<file path="config.mk">
export PLATFORM = sky130hd
export DESIGN_NAME = ils_sequencer
export DESIGN_NICKNAME = d
export VERILOG_FILES = /design/src/rtl/ils_pkg.sv /design/src/rtl/ils_split.sv /design/src/rtl/ils_len.sv /design/src/rtl/ils_sequencer.sv
export SDC_FILE = /design/constraint.sdc
export NUM_CORES = 1
export LEC_CHECK = 0
export ABC_CLOCK_PERIOD_IN_PS = 4850
export BUFFER_PORTS_ARGS = -buffer_cell sky130_fd_sc_hd__buf_2
export CORE_MARGIN = 2
export CORE_UTILIZATION = 42
export DETAILED_ROUTE_END_ITERATION = 8
export GPL_TIMING_DRIVEN = 0
export MAX_ROUTING_LAYER = met4
export PLACE_DENSITY = 0.77
export SYNTH_ARGS = -nofsm -noshare
export SYNTH_HDL_FRONTEND = slang
export SYNTH_HIERARCHICAL = 1
export SYNTH_SLANG_ARGS = --single-unit
</file>
<file path="constraint.sdc">
create_clock -name clk -period 4.85 [get_ports clk]
set_clock_uncertainty 0.2 [all_clocks]
set_input_delay 0.7275 -clock clk [delete_from_list [all_inputs] [get_ports clk]]
set_output_delay 0.7275 -clock clk [all_outputs]
set_load 0.1 [all_outputs]
</file>
<file path="src/rtl/ils_pkg.sv">
// Shared widths, instruction layout and sequencer states.
// Assumes a 16-bit word with a 4-bit opcode and two 6-bit operand codes.
package ils_pkg;
    localparam int WORD_W = 16;
    localparam int OPC_W  = 4;
    localparam int OPR_W  = 6;
    localparam int LEN_W  = 2;

    typedef struct packed {
        logic [OPR_W-1:0] opb;
        logic [OPR_W-1:0] opa;
        logic [OPC_W-1:0] opc;
    } instr_t;

    typedef enum logic [2:0] {
        ST_IDLE, ST_FETCH, ST_DEC, ST_EXEC, ST_SKW, ST_SKD
    } seq_state_t;

    // True when an operand code pulls one extra word from the stream.
    function automatic logic takes_word(input logic [OPR_W-1:0] code);
        return ((code >= 6'h10) && (code <= 6'h17)) || (code == 6'h1e) || (code == 6'h1f);
    endfunction
endpackage

</file>
<file path="src/rtl/ils_split.sv">
// Field splitter: breaks a raw word into opcode and operand codes.
// Assumes the layout in ils_pkg::instr_t; purely combinational.
module ils_split
    import ils_pkg::*;
(
    input  logic [WORD_W-1:0] word,
    output logic [OPC_W-1:0]  opc,
    output logic [OPR_W-1:0]  opa,
    output logic [OPR_W-1:0]  opb
);
    instr_t f;

    // Reinterpret the word as the packed field layout.
    always_comb begin
        f   = instr_t'(word);
        opc = f.opc;
        opa = f.opa;
        opb = f.opb;
    end
endmodule

</file>
<file path="src/rtl/ils_len.sv">
// Length calculator: counts words occupied by one instruction.
// Assumes opcode 0 marks the extended form where operand a is not an operand.
module ils_len
    import ils_pkg::*;
#(
    parameter int N_OPR = 2
) (
    input  logic [OPC_W-1:0]       opc,
    input  logic [N_OPR*OPR_W-1:0] codes,   // operand a in slot 0, b in slot 1
    output logic [LEN_W-1:0]       len
);
    localparam int EXT_SLOT = 0;
    logic [N_OPR-1:0] extra;

    // One word-count bit per operand slot; slot 0 is dropped for the extended form.
    for (genvar i = 0; i < N_OPR; i++) begin : g_opr
        always_comb begin
            extra[i] = takes_word(codes[i*OPR_W +: OPR_W]);
            if (i == EXT_SLOT && opc == '0)
                extra[i] = 1'b0;
        end
    end

    // Base word plus the counted operands.
    always_comb begin
        len = LEN_W'(1);
        for (int k = 0; k < N_OPR; k++)
            len = len + LEN_W'(extra[k]);
    end
endmodule

</file>
<file path="src/rtl/ils_sequencer.sv">
// Step sequencer: fetches, decodes, sizes and retires one instruction,
// handling calls, reserved extended opcodes and conditional skips.
// Assumes memory returns data one cycle after mem_rd_en, and that the
// execute stage raises exec_done once per step after dec_valid.
module ils_sequencer
    import ils_pkg::*;
#(
    parameter int AW       = 16,
    parameter int CALL_SUB = 1,
    parameter int COND_MIN = 12
) (
    input  logic               clk,
    input  logic               rst_n,
    input  logic               step_start,
    input  logic [AW-1:0]      pc_in,
    output logic               mem_rd_en,
    output logic [AW-1:0]      mem_addr,
    input  logic [WORD_W-1:0]  mem_rdata,
    output logic               dec_valid,
    output logic [OPC_W-1:0]   dec_opcode,
    output logic [OPR_W-1:0]   dec_opa,
    output logic [OPR_W-1:0]   dec_opb,
    output logic [LEN_W-1:0]   dec_len,
    input  logic               exec_done,
    input  logic               exec_skip,
    input  logic [AW-1:0]      call_target,
    output logic               call_push,
    output logic [AW-1:0]      push_data,
    output logic               illegal,
    output logic               step_done,
    output logic [AW-1:0]      next_pc
);
    seq_state_t       state;
    logic [AW-1:0]    pc_q;
    logic [OPC_W-1:0] rd_opc;
    logic [OPR_W-1:0] rd_opa, rd_opb;
    logic [LEN_W-1:0] rd_len;
    logic [AW-1:0]    after_pc;
    logic             is_ext, is_call, is_cond;

    ils_split u_split (
        .word (mem_rdata),
        .opc  (rd_opc),
        .opa  (rd_opa),
        .opb  (rd_opb)
    );

    ils_len #(.N_OPR(2)) u_len (
        .opc   (rd_opc),
        .codes ({rd_opb, rd_opa}),
        .len   (rd_len)
    );

    // Classify the held instruction and form the address past it.
    always_comb begin
        after_pc = pc_q + AW'(dec_len);
        is_ext   = (dec_opcode == '0);
        is_call  = is_ext && (dec_opa == OPR_W'(CALL_SUB));
        is_cond  = (dec_opcode >= OPC_W'(COND_MIN));
    end

    // Step state machine with pulse outputs cleared each cycle.
    always_ff @(posedge clk) begin
        if (!rst_n) begin
            state      <= ST_IDLE;
            pc_q       <= '0;
            mem_rd_en  <= 1'b0;
            mem_addr   <= '0;
            dec_valid  <= 1'b0;
            dec_opcode <= '0;
            dec_opa    <= '0;
            dec_opb    <= '0;
            dec_len    <= '0;
            call_push  <= 1'b0;
            push_data  <= '0;
            illegal    <= 1'b0;
            step_done  <= 1'b0;
            next_pc    <= '0;
        end else begin
            mem_rd_en <= 1'b0;
            dec_valid <= 1'b0;
            call_push <= 1'b0;
            illegal   <= 1'b0;
            step_done <= 1'b0;
            unique case (state)
                ST_IDLE: if (step_start) begin
                    pc_q      <= pc_in;
                    mem_rd_en <= 1'b1;
                    mem_addr  <= pc_in;
                    state     <= ST_FETCH;
                end
                ST_FETCH: state <= ST_DEC;
                ST_DEC: begin
                    dec_opcode <= rd_opc;
                    dec_opa    <= rd_opa;
                    dec_opb    <= rd_opb;
                    dec_len    <= rd_len;
                    dec_valid  <= 1'b1;
                    state      <= ST_EXEC;
                end
                ST_EXEC: if (exec_done) begin
                    if (is_call) begin
                        call_push <= 1'b1;
                        push_data <= after_pc;
                        next_pc   <= call_target;
                        step_done <= 1'b1;
                        state     <= ST_IDLE;
                    end else if (is_ext) begin
                        illegal   <= 1'b1;
                        next_pc   <= after_pc;
                        step_done <= 1'b1;
                        state     <= ST_IDLE;
                    end else if (is_cond && exec_skip) begin
                        mem_rd_en <= 1'b1;
                        mem_addr  <= after_pc;
                        state     <= ST_SKW;
                    end else begin
                        next_pc   <= after_pc;
                        step_done <= 1'b1;
                        state     <= ST_IDLE;
                    end
                end
                ST_SKW: state <= ST_SKD;
                ST_SKD: begin
                    next_pc   <= mem_addr + AW'(rd_len);
                    step_done <= 1'b1;
                    state     <= ST_IDLE;
                end
                default: state <= ST_IDLE;
            endcase
        end
    end

    AST_LEN_RANGE: assert property (@(posedge clk) disable iff (!rst_n)
        dec_valid |-> (dec_len >= 2'd1 && dec_len <= 2'd3));
    AST_PUSH_RETIRES: assert property (@(posedge clk) disable iff (!rst_n)
        call_push |-> (step_done && !illegal));
    AST_ILLEGAL_NO_PUSH: assert property (@(posedge clk) disable iff (!rst_n)
        illegal |-> (step_done && !call_push));
    AST_SKIP_NO_DECODE: assert property (@(posedge clk) disable iff (!rst_n)
        (state == ST_SKW || state == ST_SKD) |-> (!dec_valid && !call_push));
    AST_PC_ONLY_AT_DONE: assert property (@(posedge clk) disable iff (!rst_n)
        !$stable(next_pc) |-> step_done);
    AST_BUSY_NO_READ: assert property (@(posedge clk) disable iff (!rst_n)
        (state != ST_IDLE && state != ST_EXEC) |=> !mem_rd_en);
    AST_DONE_PULSE: assert property (@(posedge clk) disable iff (!rst_n)
        step_done |=> !step_done);
endmodule

</file>
Word level (Yosys, flattened, before mapping)
Cells that the tools add are included.
{"block": "classes", "reduce_logical": 20, "mux": 32, "eq_ne": 16, "n_addsub": 4, "n_lt_le_gt_ge": 5, "bitwise": 3}
{"op": "$mux 16", "n": 9}
{"op": "$pmux 16 s2", "n": 2}
{"op": "$add 16x2->16", "n": 2}
{"op": "$eq 6x5->1 const B", "n": 4}
{"op": "$mux 3", "n": 5}
{"op": "$pmux 3 s5", "n": 1}
{"op": "$mux 1", "n": 13}
{"op": "$ge 6x5->1 const B", "n": 2}
{"op": "$le 6x5->1 const B", "n": 2}
{"op": "$ne 2x2->1 const B", "n": 5}
{"op": "$reduce_and 3->1", "n": 3}
{"op": "$logic_not 4->1", "n": 2}
{"op": "$eq 3x2->1 const B", "n": 2}
{"op": "$eq 3x3->1 const B", "n": 2}
{"op": "$eq 6x1->1 const B", "n": 1}
{"op": "$reduce_and 6->1", "n": 1}
{"op": "$ge 4x4->1 const B", "n": 1}
{"op": "$logic_and 1x1->1", "n": 4}
{"op": "$logic_or 1x1->1", "n": 4}
{"op": "$ne 4x4->1 const B", "n": 1}
{"op": "$pmux 1 s2", "n": 2}
{"op": "$reduce_and 2->1", "n": 2}
{"op": "$reduce_bool 2->1", "n": 2}
{"op": "$reduce_or 4->1", "n": 1}
{"op": "other kinds (5)", "n": 7}
{"block": "totals", "ff_bits": 90, "wordCells": 94}

Logic depth before layout (Yosys ltp)
Gate-level depths: netlist of run 1.
{"block": "depth", "depth_word": 9, "mapped_depth": 13, "ltp_nobuf": 12}

Hierarchy
The synthesis of run 1 kept the hierarchy.
{"mod": "ils_sequencer", "seq_area_each_um2": 1801.7, "instances": 1, "area_each_um2": 4470.5, "cells_each": 542}
{"mod": "ils_split", "seq_area_each_um2": 0.0, "instances": 1, "area_each_um2": 120.1, "cells_each": 16}
{"mod": "ils_len", "seq_area_each_um2": 0.0, "instances": 1, "area_each_um2": 60.1, "cells_each": 9}

Worst setup path before layout of run 1
OpenSTA, ideal clock, no wires.
{"block": "synth_timing", "kind": "input -> register", "from": "input port mem_rdata[7]", "to": "register next_pc[12]", "setup_ps": 115, "arrival_time_ps": 3484, "stages": 13, "slack_ps": 1052, "cell_sequence": "buf_4 > a21boi_0 > or4b_1 > ha_1 > inv_1 > ha_1 > inv_1 > fa_1 > and4b_1 > nor4b_1 > xor2_1 > a22o_1 > o21a_1"}
{"block": "synth_via", "elab_chain_len": 9, "word_cells_on_any_way": 12, "cone_classes": "add/sub: 3; order compare: 2; eq/ne: 2; mux: 2; reduce/logical: 3"}
{"element": "from (decl)", "line": "ils_sequencer.sv:18", "rtl": "input logic [WORD_W-1:0] mem_rdata,"}
{"element": "$ge 6x5->1 or $le 6x5->1 (tied branches)", "line": "ils_pkg.sv:21", "rtl": "return ((code >= 6'h10) && (code <= 6'h17)) || (code == 6'h1e) || (code == 6'h1f);"}
{"element": "$logic_and 1x1->1", "line": "ils_pkg.sv:21"}
{"element": "$logic_or 1x1->1", "line": "ils_pkg.sv:21"}
{"element": "$logic_or 1x1->1 (*)", "line": "ils_pkg.sv:21"}
{"element": "$mux 1 (*)", "line": "ils_len.sv:19", "rtl": "if (i == EXT_SLOT && opc == '0)"}
{"element": "$add 1x1->2 (*)", "line": "ils_len.sv:28", "rtl": "len = len + LEN_W'(extra[k]);"}
{"element": "$add 2x1->2 (*)", "line": "ils_len.sv:28"}
{"element": "via rd_len[0]", "line": "ils_sequencer.sv:37", "rtl": "logic [LEN_W-1:0] rd_len;"}
{"element": "$add 16x2->16 (*)", "line": "ils_sequencer.sv:125", "rtl": "next_pc <= mem_addr + AW'(rd_len);"}
{"element": "$pmux 16 s2 (*)", "line": "ils_sequencer.sv:85", "rtl": "unique case (state)"}
{"element": "to (signal assigned)", "line": "ils_sequencer.sv:105", "rtl": "next_pc <= call_target;"}
{"element": "to (signal assigned)", "line": "ils_sequencer.sv:118", "rtl": "next_pc <= after_pc;"}
{"element": "to (signal assigned)", "line": "ils_sequencer.sv:125"}
{"element": "to (decl)", "line": "ils_sequencer.sv:31", "rtl": "output logic [AW-1:0] next_pc"}
Mark *: on every way through the listed nets, which the timed path passes. The rest lies on a longest branch.
A chain may end at the register's enable or synchronous reset.

Worst setup path in the final report of run 1
Ends and elaborated chain as after synthesis.

==> impl_metrics.json, run 1 <==
{
  "syn_area_mm2": 0.00465,
  "status": "finished clean",
  "grt_max_degree": 14,
  "cp_slowest_stage_delay_ns": 0.53,
  "grt.overflow.total": 0,
  "fin_crit_ns": 3.73,
  "routed_via_density": 5.69,
  "insertion_delay_ns": 0.36,
  "num_rows": 38,
  "syn_avg_cell_area_um2": 8.20,
  "die_h_um": 109,
  "clkSinkCount": 90,
  "total_power_mw": 1.71,
  "worst_pin_slew_ns": 0.798,
  "grt_util_all_layers_pct": 24.7,
  "synthTopCellsByArea": "dfxtp_1 39%, nand2_1 8.5%, a21oi_1 4.7%, nor2_1 3.5%, o21ai_0 2.8%",
  "ys_seq_area_share_pct": 38.7,
  "worst_setup_path_end_kind": "register",
  "synth-edff-count": 0,
  "antennaDiodeCount": 0,
  "htreeDepth": 3,
  "netlist_instances": 567,
  "dpl.hpwl_um": 11100,
  "clk_pin_slew_ns": 0.08,
  "p_leak_nw": 2.35,
  "cts-root-buf": "clkbuf_8",
  "report.final.setup_viol": 0,
  "cp_max_fo": 5,
  "first_iter_violations": 402,
  "cpMaxStageDelayCell": "or4b_1",
  "synth_area_leader_cell": "dfxtp_1",
  "hold_class": "register to register",
  "drtPass1Iterations": 5,
  "gp_congestion": 0.986,
  "cts_buffer_depth": 2,
  "arrival_ns": 3.79,
  "numPortBuffers": 107,
  "ys_warn_count": 6,
  "hold_viol": 0,
  "grt_pass1_wl_um": 22200,
  "cap_violations": 0,
  "vdd.ir_drop.worst_uv": 124,
  "maxSlewViolCount": 0,
  "cts_tree": "yes",
  "path_delay_family": "simple AND/OR/NAND/NOR gates",
  "final.period_utilization_pct": 76.9,
  "p_per_area_mw_per_mm2": 309,
  "synth_top_area_share_pct": 38.7,
  "synth_nets": 627,
  "grt_pass1_vias": 4384,
  "areaGrowthSynthToFinish_pct": 19.2,
  "core_area_mm2": 0.0108,
  "crit_chain": "buf_4, a21boi_0, or4b_1, ha_1, inv_1, ha_1, inv_1, fa_1, and4b_1, nor4b_1, xor2_1, a22o_1, o21a_1",
  "ys_async_sr_fraction_pct": 0,
  "dieWidth_um": 109,
  "postCtsHoldBufs": 0,
  "setup_tns_ns": 0,
  "ios": 124,
  "crit_type": "input pin to register",
  "worstSetupStartpointType": "input pin",
  "start_util_pct": 42.9,
  "fmax_mhz": 268,
  "ys.flop_type": "dfxtp_1",
  "max_slew_margin_pct": 46.7,
  "vias": 4723,
  "ant_nets": 0,
  "drc": 0,
  "cts_inserted_buffers": 9,
  "ctsResizeCount": 0,
  "routedWlPerCell_um": 17.3,
  "rsz0062_at_grt": "false",
  "final_nets": 745,
  "ys_ff_latch": 90,
  "critPathRequiredTime_ns": 4.91,
  "drive_gt1_share_pct": 25.4,
  "wl_um": 14300,
  "post_cts_buffers": 0,
  "grt_antenna_before_repair": 0,
  "die-area_mm2": 0.0119,
  "cp_num_buf_inv": 3,
  "synth.distinct_cells": 62,
  "postLayoutCoreUtil_pct": 51.1
}
## cells in the mapped netlist (all sizes together), types with 3 or more instances
library cell / count
a22oi: 4
xnor2: 14
nor4b: 4
nor3: 9
dfxtp: 90
ha: 5
a31oi: 4
nand2: 106
and3: 5
o21a: 5
a211o: 5
o211ai: 8
inv: 19
o21ai: 27
a21oi: 44
clkbuf: 16
nand3b: 3
o22ai: 9
buf: 34
a21boi: 12
and2: 8
nor4: 12
mux2i: 5
nand4: 8
a211oi: 15
nand3: 13
xor2: 10
nor2: 45
## final cells by class
type	count	area (um^2)
Buffer	50	290
Clock buffer	14	173
Clock inverter	2	10.0
Fill cell	1037	5300
Inverter	19	71.3
Multi-Input combinational cell	408	2490
Sequential cell	90	1800
Tap cell	140	175
Timing Repair Buffer	107	536
## stage by stage
stage | setup slack (ns) | std cells | area [um^2] | hold slack (ns)
after floorplan | 1.05 | 567 | 4650 | 0.240
after global placement | 0.808 | 814 | 5360 | 0.242
after detailed placement | 0.808 | 814 | 5360 | 0.249
after CTS | 1.19 | 830 | 5540 | 0.260
after global routing | 1.05 | 830 | 5540 | 0.290
final | 1.12 | 830 | 5540 | 0.259
## cell usage in the layout (no fill, tap or decap), drive strengths merged, types with 3 or more instances in the layout
master,synthesis,routed
nor3,9,9
xor2,10,10
a211oi,15,15
a211o,5,5
a21oi,44,44
nand3b,3,3
and2,8,8
a31oi,4,4
o22ai,9,9
and3,5,5
clkbuf,16,30
inv,19,19
nand2,106,106
xnor2,14,14
mux2i,5,5
nand3,13,13
nand4,8,8
nor2,45,45
a22oi,4,4
dfxtp,90,90
a21boi,12,12
nor4b,4,4
o21ai,27,27
nor4,12,12
o21a,5,5
ha,5,5
buf,34,141
o211ai,8,8
## power breakdown
group | leakage [nW] | internal, mW | total [mW] | switching [mW]
combinational | 1.52 | 0.102 | 0.408 | 0.306
sequential | 0.732 | 0.772 | 0.814 | 0.0427
clock | 0.0965 | 0.228 | 0.489 | 0.262
total | 2.35 | 1.10 | 1.71 | 0.610
## sequential cells by signal, summed over array words and instances (netlist names), 2 cells and up
| signal | count |
|---|---|
| mem_addr | 16 |
| next_pc | 16 |
| pc_q | 16 |
| push_data | 16 |
| dec_opa | 6 |
| dec_opb | 6 |
| dec_opcode | 4 |
| state | 3 |
| dec_len | 2 |
## kinds of logic after synthesis
logic type | count (synthesis) | share of synthesized area, %
AO/OA/AOI/OAI | 147 | 20.1
adder cells (fa/ha/maj) | 7 | 2.21
AND/OR/NAND/NOR | 225 | 25.6
buffers and inverters | 69 | 7.77
flip-flops | 90 | 38.7
multiplexers | 5 | 1.08
XOR/XNOR | 24 | 4.52
## worst min-delay path: cells and delay by family, from the launching register on
family / cells / cell delay [ns]
AND/OR/NAND/NOR: 1 / 0.05
flip-flops: 1 / 0.32
AO/OA/AOI/OAI: 1 / 0.05
## routing by layer
metal / global-route usage, % / part of all wire (%)
met3: 4.90 / 11
met5: - / 0
met4: 9.31 / 2.0
met1: 32.9 / 42
met2: 37.2 / 46
## worst paths after layout
path	start	endpoint	slack [ns]	cells past startpoint
worst min register to register	dec_opb[5]	dec_opb[5]	0.26	2
worst max-delay path	mem_rdata[7]	next_pc[12]	1.12	13
worst min-delay path	dec_opb[5]	dec_opb[5]	0.26	2
worst max register to register	mem_addr[0]	next_pc[12]	2.18	8
Note: power is estimated with default switching activity, not from simulation.
==> inputs of run 2 (changes only) <==
--- a/config.mk
+++ b/config.mk
@@ -5,14 +5,14 @@
 export SDC_FILE = /design/constraint.sdc
 export NUM_CORES = 1
 export LEC_CHECK = 0
-export ABC_CLOCK_PERIOD_IN_PS = 4850
+export ABC_CLOCK_PERIOD_IN_PS = 3300
 export BUFFER_PORTS_ARGS = -buffer_cell sky130_fd_sc_hd__buf_2
 export CORE_MARGIN = 2
 export CORE_UTILIZATION = 42
 export DETAILED_ROUTE_END_ITERATION = 8
 export GPL_TIMING_DRIVEN = 0
 export MAX_ROUTING_LAYER = met4
-export PLACE_DENSITY = 0.77
+export PLACE_DENSITY = 0.8
 export SYNTH_ARGS = -nofsm -noshare
 export SYNTH_HDL_FRONTEND = slang
 export SYNTH_HIERARCHICAL = 1
==> constraint.sdc (replaced) <==
create_clock -name clk -period 3.3 [get_ports clk]
set_clock_uncertainty 0.2 [all_clocks]
set_input_delay 0.495 -clock clk [delete_from_list [all_inputs] [get_ports clk]]
set_output_delay 0.495 -clock clk [all_outputs]
set_load 0.1 [all_outputs]
==> impl_metrics.json, run 2 (synthesis gave the netlist of run 1 again) <==
{
  "status": "finished clean",
  "ios": 124,
  "post-place-ws_ns": -0.374,
  "arrival_ns": 3.32,
  "postLayoutSetupSlackWorst_ns": 0.0265,
  "drc": 0,
  "grt_pass1_wl_um": 22200,
  "grt_pass1_vias": 4307,
  "cts-root-buf": "clkbuf_8",
  "wl_um": 14200,
  "stdcell_count": 831,
  "crit_type": "input pin to register",
  "reg2reg_setup_slack_ns": 0.78,
  "cts_inserted_buffers": 9,
  "start_util_pct": 42.9,
  "insertion_delay_ns": 0.36,
  "cap_violations": 0,
  "dieWidth_um": 109,
  "p_per_area_mw_per_mm2": 455,
  "drive_gt1_share_pct": 26.5,
  "grt.overflow.total": 0,
  "final_nets": 746,
  "numPortBuffers": 107,
  "stdcell_area_mm2": 0.00559,
  "areaGrowthSynthToFinish_pct": 20.1,
  "drtPass1Iterations": 4,
  "first_iter_violations": 418,
  "core_area_mm2": 0.0108,
  "setup_tns_ns": 0,
  "dp.cells": 814,
  "rr_startpoint": "dec_len[0]",
  "final.period_utilization_pct": 99.2,
  "fmax_mhz": 305,
  "cts_tree": "yes",
  "report.final.setup_viol": 0,
  "final_cell_mix": "120 x buf_2, 105 x nand2_1, 90 x dfxtp_1",
  "htreeDepth": 3,
  "vias": 4579,
  "min_path_cells": 3,
  "worst_setup_path_end_kind": "register",
  "vdd.ir_drop.worst_uv": 265,
  "routedWlPerCell_um": 17.1,
  "num_rows": 38,
  "maxSlewViolCount": 0,
  "reg2regPathDepth": 8,
  "antennaDiodeCount": 0,
  "grt_max_degree": 15,
  "routed_via_density": 5.51,
  "ant_nets": 0,
  "r2r-end": "next_pc[12]",
  "p_leak_nw": 2.36,
  "hold_viol": 0,
  "final_common_cell": "buf_2",
  "hold_end": "dec_opa[3]",
  "grt_util_all_layers_pct": 24.8,
  "placed_area_mm2": 0.00539,
  "die_h_um": 109,
  "hold_path.startpoint": "mem_rdata[7]",
  "dpl.hpwl_um": 11100,
  "max_slew_margin_pct": 52.4,
  "hold_ws_ns": 0.178,
  "worstSetupStartpointType": "input pin",
  "gp_congestion": 0.948,
  "die-area_mm2": 0.0119,
  "cts_buffer_depth": 2,
  "grt_antenna_before_repair": 0,
  "fin_crit_ns": 3.27,
  "clkSinkCount": 90,
  "critPathRequiredTime_ns": 3.35,
  "worst_pin_slew_ns": 0.712,
  "hold_class": "input pin to register",
  "clk_pin_slew_ns": 0.09,
  "cp_max_fo": 5
}
## run 2: changes by cell type in the layout (fill, tap and decap cells not counted), sizes merged
cell,before,now
clkinvlp,0,2
clkbuf,30,27
buf,141,142
bufinv,0,1
## run 2: timing repair
action,CTS,global route
hold buffers,0,0
endpoints found under the setup margin,0,4
gates resized for setup,0,3
endpoints found under the hold margin,0,0
buffers inserted,0,1
## run 2: metrics by stage
step	util [%]	power, mW
2_1_floorplan	-	1.67
4_1_cts	51.4	2.54
3_5_place_dp	49.7	1.82
6_report	51.5	2.54
3_3_place_gp	49.7	1.81
5_1_grt	51.5	2.64
## run 2: power by group
part	leakage [nW]	internal [mW]	switching (mW)
Combinational	1.54	0.153	0.451
Sequential	0.732	1.13	0.0641
Clock	0.0893	0.349	0.391
## run 2: worst max path at each step
stage | start | end | slack, ns | cells after the start
2_1_floorplan | mem_rdata[7] | next_pc[12] | -0.11 | 13
3_3_place_gp | mem_rdata[7] | next_pc[14] | -0.34 | 13
3_5_place_dp | mem_rdata[7] | next_pc[12] | -0.37 | 13
4_1_cts | mem_rdata[7] | next_pc[12] | 0.006 | 13
5_1_grt | mem_rdata[7] | next_pc[12] | -0.001 | 13
6_report | mem_rdata[7] | next_pc[12] | 0.03 | 13
## run 2: cell type report
cell class                      instances  area, um^2
Fill cell                            1087        5250
Multi-Input combinational cell        408        2510
Clock inverter                          5        55.1
Inverter                               19        71.3
Clock buffer                           11         131
Sequential cell                        90        1800
Tap cell                              140         175
Buffer                                 50         294
Timing Repair Buffer                  108         543
## run 2: per-layer routing
layer	share of wire [%]	up-vias	track usage, %
li1	-	2210	-
met1	44	2135	33.7
met2	46	207	38.2
met3	7.4	27	3.89
met4	2.1	0	7.32
met5	0	-	-
## run 2: worst max-delay path: stages
cell,delay (ns)
buf_6,0.09
a21boi_1,0.11
or4b_1,0.53
ha_1,0.30
inv_2,0.08
ha_2,0.19
inv_2,0.05
fa_2,0.39
and4b_2,0.36
nor4b_4,0.22
xor2_1,0.11
a22o_1,0.20
o21a_1,0.19
